==> src/rtl/stalu_pkg.sv <==
package stalu_pkg;

  typedef enum logic [1:0] {
    CLS_REG   = 2'd0,
    CLS_IMM   = 2'd1,
    CLS_STAGE = 2'd2,
    CLS_RSVD  = 2'd3
  } cmd_class_e;

  typedef enum logic [3:0] {
    OP_ADD = 4'd0,
    OP_SUB = 4'd1,
    OP_AND = 4'd2,
    OP_OR  = 4'd3,
    OP_MOV = 4'd4,
    OP_LSH = 4'd5,
    OP_RSH = 4'd6
  } alu_op_e;

  typedef enum logic [3:0] {
    STG_INC = 4'd0,
    STG_DEC = 4'd1,
    STG_CLR = 4'd2
  } stage_op_e;

endpackage

==> src/rtl/stalu_regfile.sv <==
module stalu_regfile #(
  parameter int DATA_W = 16,
  parameter int NREGS  = 4,
  localparam int IDX_W = $clog2(NREGS)
) (
  input  logic              clk,
  input  logic              rst_n,
  input  logic              wr_en,
  input  logic [IDX_W-1:0]  wr_idx,
  input  logic [DATA_W-1:0] wr_data,
  input  logic [IDX_W-1:0]  ra_idx,
  input  logic [IDX_W-1:0]  rb_idx,
  input  logic [IDX_W-1:0]  rx_idx,
  output logic [DATA_W-1:0] ra_data,
  output logic [DATA_W-1:0] rb_data,
  output logic [DATA_W-1:0] rx_data
);

  logic [DATA_W-1:0] regs [NREGS];

  for (genvar g = 0; g < NREGS; g++) begin : g_reg
    always_ff @(posedge clk or negedge rst_n) begin
      if (!rst_n) begin
        regs[g] <= '0;
      end else if (wr_en && (wr_idx == IDX_W'(g))) begin
        regs[g] <= wr_data;
      end
    end
  end

  assign ra_data = regs[ra_idx];
  assign rb_data = regs[rb_idx];
  assign rx_data = regs[rx_idx];

endmodule

==> src/rtl/stalu_datapath.sv <==
module stalu_datapath
  import stalu_pkg::*;
#(
  parameter int DATA_W = 16,
  localparam int SH_W  = $clog2(DATA_W)
) (
  input  alu_op_e           op,
  input  logic              imm_form,
  input  logic [DATA_W-1:0] opa,
  input  logic [DATA_W-1:0] opb,
  output logic [DATA_W-1:0] result,
  output logic              ovf,
  output logic              op_known
);

  logic [DATA_W:0]   sum_ext;
  logic [DATA_W:0]   dif_ext;
  logic              shift_all_out;
  logic [SH_W-1:0]   shamt;

  assign sum_ext       = {1'b0, opa} + {1'b0, opb};
  assign dif_ext       = {1'b0, opa} - {1'b0, opb};
  // Counts at or beyond the word width push every bit out.
  assign shift_all_out = |opb[DATA_W-1:SH_W];
  assign shamt         = opb[SH_W-1:0];

  always_comb begin
    result   = '0;
    ovf      = 1'b0;
    op_known = 1'b1;
    unique case (op)
      OP_ADD: begin
        result = sum_ext[DATA_W-1:0];
        ovf    = sum_ext[DATA_W];
      end
      OP_SUB: begin
        result = dif_ext[DATA_W-1:0];
        ovf    = dif_ext[DATA_W];
      end
      OP_AND: result = opa & opb;
      OP_OR:  result = opa | opb;
      OP_MOV: result = imm_form ? opb : opa;
      OP_LSH: result = shift_all_out ? '0 : (opa << shamt);
      OP_RSH: result = shift_all_out ? '0 : (opa >> shamt);
      default: op_known = 1'b0;
    endcase
  end

endmodule

==> src/rtl/stalu_stage.sv <==
module stalu_stage
  import stalu_pkg::*;
#(
  parameter int CNT_W = 8
) (
  input  logic             clk,
  input  logic             rst_n,
  input  logic             en,
  input  stage_op_e        op,
  input  logic [CNT_W-1:0] step,
  output logic [CNT_W-1:0] count
);

  logic [CNT_W-1:0] count_q;

  always_ff @(posedge clk or negedge rst_n) begin
    if (!rst_n) begin
      count_q <= '0;
    end else if (en) begin
      unique case (op)
        STG_INC: count_q <= count_q + step;
        STG_DEC: count_q <= count_q - step;
        STG_CLR: count_q <= '0;
        default: count_q <= count_q;
      endcase
    end
  end

  assign count = count_q;

endmodule

==> src/rtl/stalu_core.sv <==
module stalu_core
  import stalu_pkg::*;
#(
  parameter int DATA_W = 16,
  parameter int NREGS  = 4,
  parameter int CNT_W  = 8,
  localparam int IDX_W = $clog2(NREGS)
) (
  input  logic              clk,
  input  logic              rst_n,
  input  logic              cmd_valid,
  input  logic [1:0]        cmd_class,
  input  logic [3:0]        cmd_sel,
  input  logic [IDX_W-1:0]  cmd_dst,
  input  logic [IDX_W-1:0]  cmd_src_a,
  input  logic [IDX_W-1:0]  cmd_src_b,
  input  logic [DATA_W-1:0] cmd_imm,
  input  logic [IDX_W-1:0]  rd_idx,
  output logic [DATA_W-1:0] rd_data,
  output logic              zero_flag,
  output logic              ovf_flag,
  output logic [CNT_W-1:0]  stage_cnt
);

  cmd_class_e        cls;
  logic              is_reg, is_imm, is_stage;
  logic [DATA_W-1:0] ra, rb, opb;
  logic [DATA_W-1:0] alu_res;
  logic              alu_ovf, alu_known;
  logic              alu_commit;
  logic              zero_q, ovf_q;

  assign cls      = cmd_class_e'(cmd_class);
  assign is_reg   = (cls == CLS_REG);
  assign is_imm   = (cls == CLS_IMM);
  assign is_stage = (cls == CLS_STAGE);
  assign opb      = is_imm ? cmd_imm : rb;

  stalu_datapath #(.DATA_W(DATA_W)) u_dp (
    .op       (alu_op_e'(cmd_sel)),
    .imm_form (is_imm),
    .opa      (ra),
    .opb      (opb),
    .result   (alu_res),
    .ovf      (alu_ovf),
    .op_known (alu_known)
  );

  assign alu_commit = cmd_valid && (is_reg || is_imm) && alu_known;

  stalu_regfile #(.DATA_W(DATA_W), .NREGS(NREGS)) u_rf (
    .clk     (clk),
    .rst_n   (rst_n),
    .wr_en   (alu_commit),
    .wr_idx  (cmd_dst),
    .wr_data (alu_res),
    .ra_idx  (cmd_src_a),
    .rb_idx  (cmd_src_b),
    .rx_idx  (rd_idx),
    .ra_data (ra),
    .rb_data (rb),
    .rx_data (rd_data)
  );

  // Flags are sticky: only a committed ALU operation moves them.
  always_ff @(posedge clk or negedge rst_n) begin
    if (!rst_n) begin
      zero_q <= 1'b0;
      ovf_q  <= 1'b0;
    end else if (alu_commit) begin
      zero_q <= (alu_res == '0);
      ovf_q  <= alu_ovf;
    end
  end

  assign zero_flag = zero_q;
  assign ovf_flag  = ovf_q;

  stalu_stage #(.CNT_W(CNT_W)) u_stage (
    .clk   (clk),
    .rst_n (rst_n),
    .en    (cmd_valid && is_stage),
    .op    (stage_op_e'(cmd_sel)),
    .step  (cmd_imm[CNT_W-1:0]),
    .count (stage_cnt)
  );

endmodule

==> config.mk <==
export PLATFORM = sky130hd
export DESIGN_NAME = stalu_core
export DESIGN_NICKNAME = d
export VERILOG_FILES = /design/src/rtl/stalu_pkg.sv /design/src/rtl/stalu_regfile.sv /design/src/rtl/stalu_datapath.sv /design/src/rtl/stalu_stage.sv /design/src/rtl/stalu_core.sv
export SDC_FILE = /design/constraint.sdc
export NUM_CORES = 1
export LEC_CHECK = 0
export BUFFER_PORTS_ARGS = -buffer_cell sky130_fd_sc_hd__clkbuf_2
export CAP_MARGIN = 20
export CORE_MARGIN = 5
export CORE_UTILIZATION = 55
export CTS_CLUSTER_SIZE = 12
export DETAILED_ROUTE_END_ITERATION = 16
export HOLD_SLACK_MARGIN = 0.08
export PLACE_DENSITY = 0.71
export SETUP_SLACK_MARGIN = 0.15
export SYNTH_ARGS = -nofsm -noshare
export SYNTH_HDL_FRONTEND = slang
export SYNTH_SLANG_ARGS = --single-unit
==> constraint.sdc <==
create_clock -name clk -period 5.36 [get_ports clk]
set_input_delay 0.536 -clock clk [delete_from_list [all_inputs] [get_ports clk]]
set_output_delay 0.536 -clock clk [all_outputs]
set_load 0.03 [all_outputs]
==> run summary, run 1 <==
Dividing total power by cell area gives a power density of 313 mW/mm2. The tools report the residual DRC count as 0. The maximum root-to-sink buffer count came out at 2. In this run the number of H-tree levels came out at 3.

The synthesized-area fraction occupied by and/or/nand/nor cells was 0.176. Final antenna diode count: 0. The cell accounting for the most synthesized area is dfrtp_1. The number of global-route vias before repair came out at 8331.

The tools report the total count of max-transition violations in the final report as 0. In this run the worst path has a maximum fanout of 15. The actual slew at the worst max-slew pin works out to 1.06 ns. The net count of the finished layout is 1148.

The register bit total from synthesis came out at 74. The run finished with clean final reports. Setup violations remaining at the end of the flow were counted as 0. Setup repair after global routing left no endpoint under its margin. The adder-cell area share of the yosys netlist works out to 0.0925.

The most common cell after layout, fill and taps aside was nand2_1. The starting density of the core was 0.556. The buffer cell driving the clock tree root was clkbuf_16. The die is 136 um tall. The tools report the leftover overflow at the end of global routing as 0. In the synthesized netlist the dominant register cell turns out to be dfrtp_1. The layout cell share with drive strength beyond 1 was 0.216; the net count after synthesis was 1118.

After synthesis, the mean cell area works out to 8.58 um2. After detailed routing, the average wire length per cell comes to 24.8 um. TritonCTS built the clock tree.

The share of flip-flops with an asynchronous set or reset works out to 1.00. The category of the most critical setup path was in2reg. After synthesis, the largest family of logic cells by area is compound AO/OA/AOI/OAI gates. The total clock buffers created by CTS was 9. The number of enable-type register cells in the synthesized netlist is 0, and the number of I/O port buffers is 58. The parity-gate share of the synthesized area counting xor and xnor cells was 0.0270; the number of distinct library cells after synthesis was 83. The tools report the setup slack of the most critical reg-to-reg path as 0.90 ns.

The total of cells resized after clock tree synthesis was 0. The number of setup buffers added after CTS is 0. The path category of the worst min-delay check is in2async. During synthesis, Yosys emitted a total of 0 warnings. The tools report the kind of start point of the critical path as an input port. The floorplan step defined a die boundary enclosing 0.0186 mm2. The area share of the leading cell type in the synthesized netlist was 0.211; the sequential fraction of the synthesis area was 0.211. For this run, the top clock speed supported by timing is 210 MHz. The total global-route track usage was 0.344; the number of optimization iterations in the first detailed-route pass was 8. After legalization and detailed placement, the total HPWL measured 23700 um. The congestion estimate from routability-driven global placement came to 1.05. The share of the synthesized area in compound gates (AO/OA/AOI/OAI) works out to 0.242. The critical path endpoint category is a flop. The tools report the remaining number of nets flagged by the antenna check after routing as 0. Max-cap violations in this run came to 0. Entering global routing, the biggest net connects 75 pins. The total area inside the core boundary comes to 0.0158 mm2. For the final routed database, the setup TNS stands at 0 ns. During I/O placement, the number of pins put on the boundary was 59. Synthesis produced 1022 cells. The run gives 0.0106 ns as the worst-case clock skew. The routed layout has 8734 vias. Buffers inserted to repair hold after CTS numbered 0. The run gives 0 as the hold violation total from the final report. After detailed routing, the total wire length is 31500 um. The critical path required time was 5.61 ns; the register clock-pin slew on the reported worst setup and hold paths was 0.06 ns. The total number of clock tree sinks came out at 74.

IR analysis of the VDD net gives a maximum drop of 0.270 mV. Initial antenna violation count: 0. Fill cells in the final layout number 1448. Data arrives at the worst endpoint at 5.01 ns.

The worst path in the final design needs a cycle of 4.76 ns, including I/O delays and setup. The worst slew margin relative to its limit is 0.292. The first global-routing pass estimated 48700 um of wire.

The library cells used most frequently in the layout, excluding fill and tap cells, are nand2_1, a21oi_1, o21ai_0. In this run the cell area of the synthesized design comes to 0.00877 mm2. Row generation in the floorplan step produced 46 rows. After the first detailed-routing iteration, the DRC count stood at 1187. The share of the clock period used by the worst path was 0.887; the mean number of vias per cell was 6.86. The static leakage came out at 4.15 nW.

By area the synthesized netlist is led by dfrtp_1, mux4_2, ha_1. The share of cell area taken by muxes after synthesis is 0.183. The core occupancy in the finished layout came out at 0.600. The die is 136 um wide.

For the worst-skew pair, the clock arrives at the later sink with an insertion delay of 0.35 ns. Area added between synthesis and finish: 7.92%.
## cells in the mapped netlist (all sizes together), types with 5 or more instances
| library cell | instances |
|---|---|
| a211oi | 14 |
| a21o | 10 |
| a21oi | 91 |
| a221oi | 9 |
| a31o | 7 |
| a31oi | 6 |
| and2 | 6 |
| and3 | 5 |
| buf | 36 |
| clkbuf | 32 |
| dfrtp | 74 |
| ha | 60 |
| inv | 51 |
| mux2 | 46 |
| mux2i | 17 |
| mux4 | 40 |
| nand2 | 98 |
| nand2b | 10 |
| nand3 | 33 |
| nor2 | 67 |
| nor2b | 6 |
| nor3 | 43 |
| nor4 | 6 |
| o211ai | 20 |
| o21a | 6 |
| o21ai | 96 |
| o221ai | 9 |
| o22ai | 6 |
| o31ai | 11 |
| or3 | 16 |
| xnor2 | 16 |
| xor2 | 11 |
## worst paths after layout
path / start / end / cells past startpoint
max: cmd_src_b[0] / zero_flag / 16
min: rst_n / u_rf.regs[22] / 1
max reg2reg: u_rf.regs[0] / zero_flag / 17
min reg2reg: ovf_flag / ovf_flag / 2
max in group asynchronous: rst_n / u_rf.regs[12] / 1
min in group clk: ovf_flag / ovf_flag / 2
## cells by family after synthesis
logic type,Yosys count
buffers and inverters,121
and+or+nand+nor,309
muxes,103
AOI/OAI and AO/OA,325
xor gates and xnor gates,27
adders and majority gates,63
DFF,74
## metal layers
metal / share of wire / global-route usage
met1: 0.40 / 0.478
met2: 0.44 / 0.513
met3: 0.10 / 0.0714
met4: 0.054 / 0.167
met5: 0 / 0
## metrics by stage
step | instance area, um2 | power, mW | worst slack (ns) | std cells | hold slack [ns]
after detailed placement | 9150 | 2.28 | 0.428 | 1257 | 0.487
after floorplan | 8770 | 1.85 | 0.761 | 1022 | 0.240
after global placement | 9150 | 2.27 | 0.561 | 1257 | 0.490
after global routing | 9460 | 3.11 | 0.334 | 1273 | 0.426
final | 9460 | 2.96 | 0.603 | 1273 | 0.337
after CTS | 9460 | 2.92 | 0.784 | 1273 | 0.367
## worst max-delay path, stage by stage
cell and delay (ns):
clkbuf_2 0.41, mux4_2 0.57, mux2i_1 0.43, inv_1 0.13
ha_1 0.27, nor2b_1 0.17, o21ba_2 0.23, o21ai_0 0.19
o311ai_1 0.20, o41ai_1 0.38, mux2i_1 0.17, xnor2_1 0.18
a221oi_2 0.52, and4_1 0.27, nand4_1 0.12, o31ai_2 0.23
## area by class of cell
type                    count  area [um2]  share of cell area
repair buffers             87         510              0.0540
multi-input cells         827        6320               0.668
inverters                  53         200              0.0212
clock buffers              10         239              0.0253
well taps                 216         270              0.0286
flip-flops and latches     74        1850               0.196
clock inverters             6        72.6             0.00767
## sequential cells by signal (all words and copies together), names as in the netlist
| register | flops |
|---|---|
| ovf_flag | 1 |
| u_rf.regs | 64 |
| u_stage.count | 8 |
| zero_flag | 1 |
## power breakdown
| group | switching [mW] | internal [mW] |
|---|---|---|
| clock network | 0.250 | 0.378 |
| registers | 0.0971 | 0.654 |
| logic | 0.990 | 0.591 |
| total | 1.34 | 1.62 |
No activity file was read; power rests on OpenSTA's default activity.
==> run 2, diff against run 1 <==
--- a/config.mk
+++ b/config.mk
@@ -7,12 +7,14 @@
 export LEC_CHECK = 0
 export BUFFER_PORTS_ARGS = -buffer_cell sky130_fd_sc_hd__clkbuf_2
 export CAP_MARGIN = 20
+export CELL_PAD_IN_SITES_DETAIL_PLACEMENT = 1
+export CELL_PAD_IN_SITES_GLOBAL_PLACEMENT = 2
 export CORE_MARGIN = 5
-export CORE_UTILIZATION = 55
+export CORE_UTILIZATION = 39
 export CTS_CLUSTER_SIZE = 12
 export DETAILED_ROUTE_END_ITERATION = 16
 export HOLD_SLACK_MARGIN = 0.08
-export PLACE_DENSITY = 0.71
+export PLACE_DENSITY = 0.8
 export SETUP_SLACK_MARGIN = 0.15
 export SYNTH_ARGS = -nofsm -noshare
 export SYNTH_HDL_FRONTEND = slang
==> run summary, run 2 (synthesized netlist as in run 1, its figures left out) <==
STA puts the critical path data arrival time at 5.01 ns. In this run the remaining antenna-violating nets after routing total 0. Summed over all layers, the global routing overflow is 0.

The finished cells cover 0.00966 mm2. The residual DRC count is 0. The die covers 0.0256 mm2. For the total global-route track usage, the log shows 0.277. At the end of routability-driven placement, the weighted congestion stood at 1.01. The run gives 3 as the H-tree depth reported by CTS. The number of I/O port buffers works out to 58. The detail-routed net length per standard cell works out to 26.6 um. For the worst IR drop on VDD, the log shows 0.217 mV. The critical path in this run is classified as in2reg. The worst-case clock skew came out at 0.00953 ns. The path category of the worst min-delay check was reg2reg. The maximum root-to-sink buffer count is 2, and the final critical delay including setup and external delays is 4.76 ns. The logs give 75 for the largest net degree at the start of global routing and 5 for the number of optimization iterations in the first detailed-route pass. Once placement finished, the instance area stood at 0.00931 mm2. The tools report the buffer cell driving the clock tree root as clkbuf_16.

The initialized floorplan defines 54 standard-cell rows. Setup repair after global routing left no endpoint under its margin. After the last flow step, the layout net total stands at 1161.

Along the worst path, the maximum fanout reaches 9. CTS saw 74 sinks. The total count of max-transition violations in the final report is 0, and the share of the clock period used by the worst path is 0.888.

59 I/O pins were placed. The register with the most flip-flops in the layout has 64 of them. Data on the critical path is required at its endpoint by 5.61 ns. After clock tree synthesis, the clock-pin slew on the worst setup and hold paths is 0.06 ns. The critical path endpoint category was a flop. TritonCTS built the clock tree. TritonCTS created 9 clock buffers. Layout cell share with drive strength beyond 1: 0.224. The die is 160 um tall. For the pin with the worst max-slew slack, the measured transition is 1.13 ns.

Power spread over the standard cell area amounts to 313 mW/mm2. Summed over all failing endpoints, the final setup total negative slack is 0 ns. The count of vias placed by the detailed router is 8634, and the number of max-cap violations is 0. For the final setup violation count, the log shows 0. For this block, the initial DRC count from the detailed router was 702. The tools report the worst slew margin relative to its limit as 0.243. For the hold violation total from the final report, the log shows 0. 0 antenna diodes ended up in the layout. The flow ran to the end, and the final reports show no timing, DRC or antenna violations. The starting density of the core was 0.399. The most common cell after layout, fill and taps aside was nand2_1. Compared with the post-synthesis result, the final layout area differs by 10.2%. For the number of global-route vias before repair, the log shows 8986.

The layout has 2634 filler cells. Initial antenna violation count: 0. Detailed placement ended at an HPWL of 27500 um. The static leakage is 4.23 nW, and the highest clock rate is 210 MHz. The library cells used most frequently in the layout, excluding fill and tap cells, are nand2_1, a21oi_1, o21ai_0.

In the routed layout, each cell is associated on average with a via count of 6.40. The region available for standard cell placement spans 0.0220 mm2. In this run the horizontal extent of the chip is 160 um.

Once the clock tree was built, the setup fixing pass inserted 0 buffers. The final layout contains routed wiring with a total length of 35900 um. STA classifies the critical path startpoint as an input port. The first-pass GRT wire length was 55500 um. The clock reaches the later pin of the worst-skew pair after 0.34 ns.

Counting flops per register, the top entry is u_rf.regs.
## run 2: critical path, stage by stage
cell and delay, ns:
clkbuf_2 0.23, mux2_4 0.35, a31o_4 0.30, nor2_4 0.16
inv_2 0.07, ha_1 0.24, fa_1 0.48, nand2b_1 0.12
a221oi_1 0.11, o41ai_1 0.61, nor2_1 0.09, o31ai_1 0.29
xnor2_1 0.20, o21ai_0 0.17, a311oi_2 0.43, and4_1 0.28
nand4_1 0.12, o31ai_2 0.22
## run 2: through the flow
step	util	std cells	setup slack (ns)	hold WS (ns)	power, mW
after global routing	0.440	1350	0.376	0.538	3.21
after detailed placement	0.424	1332	0.360	0.500	2.35
final	0.440	1350	0.598	0.507	3.02
after floorplan	-	1022	0.761	0.240	1.85
after CTS	0.438	1348	0.672	0.382	3.00
after global placement	0.424	1332	0.445	0.486	2.32
## run 2: what timing repair did
action / 4_1_cts / 5_1_grt
gates resized for setup: 0 / 0
hold buffers: 0 / 1
hold endpoints to repair: 0 / 4
## run 2: cell type report
cell class	count	area (um2)	area share
inverter	53	200	0.0207
tap	280	350	0.0363
timing repair buffer	100	631	0.0653
clock inverter	6	73.8	0.00764
sequential	74	1850	0.192
clock buffer	10	239	0.0247
multi-input combinational	827	6320	0.654
## run 2: metal layers
layer / GRT usage / part of all wire / vias up
met1: 0.379 / 0.44 / 4308
met3: 0.0495 / 0.065 / 83
met4: 0.109 / 0.043 / 0
met2: 0.436 / 0.45 / 343
li1: - / - / 3900
met5: 0 / 0 / -
## run 2: final timing paths
kind	from	to	slack (ns)	cells past startpoint
worst max register to register	u_rf.regs[32]	zero_flag	0.68	17
max in group asynchronous	rst_n	u_rf.regs[35]	4.25	3
min in group asynchronous	rst_n	u_stage.count[6]	0.54	2
worst min register to register	u_stage.count[0]	u_stage.count[0]	0.51	2
worst min-delay path	u_stage.count[0]	u_stage.count[0]	0.51	2
worst max-delay path	cmd_src_b[1]	zero_flag	0.60	18
## run 2: report_power, final
part	switching, mW	internal [mW]	total [mW]
clock network	0.261	0.378	0.640
logic	1.02	0.606	1.63
registers	0.101	0.654	0.755
==> run 3, diff against run 2 <==
--- a/config.mk
+++ b/config.mk
@@ -13,6 +13,7 @@
 export CORE_UTILIZATION = 39
 export CTS_CLUSTER_SIZE = 12
 export DETAILED_ROUTE_END_ITERATION = 16
+export GPL_ROUTABILITY_DRIVEN = 1
 export HOLD_SLACK_MARGIN = 0.08
 export PLACE_DENSITY = 0.8
 export SETUP_SLACK_MARGIN = 0.15
==> constraint.sdc (replaced) <==
create_clock -name clk -period 5.36 [get_ports clk]
set_input_delay 1.072 -clock clk [delete_from_list [all_inputs] [get_ports clk]]
set_output_delay 1.072 -clock clk [all_outputs]
set_load 0.03 [all_outputs]
==> run summary, run 3 (synthesized netlist as in run 1, its figures left out) <==
The run finished with clean final reports. The run gives 3 as the H-tree depth reported by CTS. For the first-pass GRT wire length, the log shows 56000 um. For the final weighted congestion in routability-driven placement, the log shows 0.959. In the layout the commonest cells are nand2_1, a21oi_1, o21ai_0. The filler cells instantiated in the layout total 2616.

The buffer cell driving the clock tree root is clkbuf_16. In the final routed layout, each cell accounts on average for 26.2 um. Initial antenna violation count: 0. 0 antenna diodes ended up in the layout. The placeable core region was 0.0220 mm2; the mean number of vias per cell was 6.31. The residual DRC count was 0; the register clock-pin slew on the reported worst setup and hold paths was 0.07 ns.

Summed over all cells, the static leakage comes to 4.42 nW. For the starting density of the core, the log shows 0.399. Timing analysis after detailed placement gives a worst setup slack of 0.215 ns. The largest register by flop count was u_rf.regs. The critical path endpoint category was a flop. The tools report the total global-route track usage as 0.280.

The tools report the origin of the critical flop-to-flop path as u_rf.regs[32]. The hold violation total from the final report was 0. Count of buffer and inverter cells on the critical path: 3.

The most numerous cell type found on the critical path is buf_4. The detail route stage leaves a number of antenna-violating nets equal to 0. The vertical die dimension was 160 um. IR analysis of the VDD net gives a maximum drop of 0.198 mV. The routed wire length is 36300 um, and the total of cells resized after clock tree synthesis is 0. The number of global-route vias before repair is 9038, and the number of max-cap violations is 0. The largest net degree at the start of global routing came out at 75.

In this run the horizontal extent of the chip is 160 um. The floorplan die area was 0.0256 mm2; the highest clock rate was 205 MHz. The maximum root-to-sink buffer count was 2. The actual slew at the worst max-slew pin is 0.999 ns.

The logs give 690 for the violation count after the first detailed-routing iteration and 59 for the number of top-level pins. The category of the most critical setup path was in2reg. The total clock buffers created by CTS was 9; the number of optimization iterations in the first detailed-route pass was 5. The routed design could run at a clock period as short as 4.88 ns. The area added between synthesis and finish is 13.7%. The run gives 0.334 as the worst slew margin relative to its limit.

The register with the most flip-flops in the layout has 64 of them. On the worst path, the slowest cell contributes a delay of 0.66 ns. The tools report the final net count as 1196. The final setup violation count was 0. Reg-to-reg endpoint: zero_flag. The critical path required time was 5.59 ns.

The total count of max-transition violations in the final report is 0. TritonCTS built the clock tree. The clock net in this run drives a total of 74 sinks.

Input and output buffers added on the ports amount to 58. In this run the worst setup path begins at cmd_src_b[0]. Power spread over the standard cell area amounts to 311 mW/mm2.

The site row count was 54. The setup check on the worst reg-to-reg path leaves a slack of 1.08 ns. On the final layout, the worst clock skew is 0.00997 ns. Once the clock tree was built, the setup fixing pass inserted 0 buffers.

Summing over every cut layer, the via total after detailed routing is 8740. Setup repair after global routing left no endpoint under its margin. The layout cell share with drive strength beyond 1 is 0.251. In this run the worst path has a maximum fanout of 9.

The worst setup path is launched from an input port. Counting cells, the worst reg-to-reg path comes to 18. Walking the worst path, the cells encountered are clkbuf_2 > buf_4 > mux4_2 > mux2i_1 > buf_4 > ha_1 > or3_1 > o311ai_1 > o41ai_2 > o21ai_1 > nand3_1 > xor2_1 > nor2_1 > or4_1 > mux2_2.

Leaving out fill and tap cells, the most frequent cell in the layout is nand2_1. Detailed placement ended at an HPWL of 28400 um. Highest-delay cell along the critical path: or4_1. The worst setup margin was 0.480 ns; the number of buffers inserted by hold repair at cts was 0.

The share of the clock period used by the worst path was 0.911; the data arrival at the endpoint of the critical path was 5.11 ns. The clock reaches the later pin of the worst-skew pair after 0.35 ns. The termination of the worst setup path was u_rf.regs[47]. In this run the number of cells on the critical path is 15. Broken down by cell family, the worst path's largest delay share belongs to simple AND/OR/NAND/NOR gates. Setup total negative slack: 0 ns. Leftover overflow at the end of global routing: 0. The path category of the worst min-delay check is reg2reg.
-- run 3: metrics by stage --
stage	hold WS, ns	area (um2)	power (mW)	util	std cells
global placement	0.495	9630	2.36	0.438	1369
CTS	0.530	9960	3.08	0.453	1385
global route	0.557	9960	3.28	0.454	1385
floorplan	0.477	8770	1.85	-	1022
detailed placement	0.513	9630	2.39	0.438	1369
finish	0.528	9960	3.09	0.454	1385
-- run 3: how the worst min path moves through the flow --
stage / to / cells after the start / start / slack [ns]
after floorplan: u_rf.regs[24] / 2 / u_rf.regs[24] / 0.48
after global placement: ovf_flag / 2 / ovf_flag / 0.50
after detailed placement: u_stage.count[0] / 2 / u_stage.count[0] / 0.51
after CTS: u_stage.count[0] / 2 / u_stage.count[0] / 0.53
after global routing: u_stage.count[0] / 2 / u_stage.count[0] / 0.56
final: u_stage.count[0] / 2 / u_stage.count[0] / 0.53
-- run 3: per-layer routing --
layer,track usage,share of wire,vias up
li1,-,-,3976
met1,0.394,0.46,4395
met2,0.436,0.45,300
met3,0.0405,0.057,69
met4,0.109,0.039,0
met5,0,0,-
-- run 3: area by class of cell --
class	count	area (um2)	share of cell area
repair buffers	135	908	0.0912
flip-flops and latches	74	1850	0.186
clock buffers	10	239	0.0240
clock inverters	6	90.1	0.00904
inverters	53	200	0.0201
multi-input cells	827	6320	0.635
well taps	280	350	0.0352
-- run 3: tightest hold or removal path: cells and delay by family (launching register included) --
family / cells / cell delay (ns)
AOI/OAI and AO/OA: 1 / 0.06
and+or+nand+nor: 1 / 0.06
DFF: 1 / 0.37
-- run 3: power by group --
part | internal [mW] | total (mW) | switching [mW]
sequential | 0.654 | 0.759 | 0.105
combinational | 0.643 | 1.65 | 1.01
clock | 0.421 | 0.684 | 0.262
total | 1.72 | 3.09 | 1.38
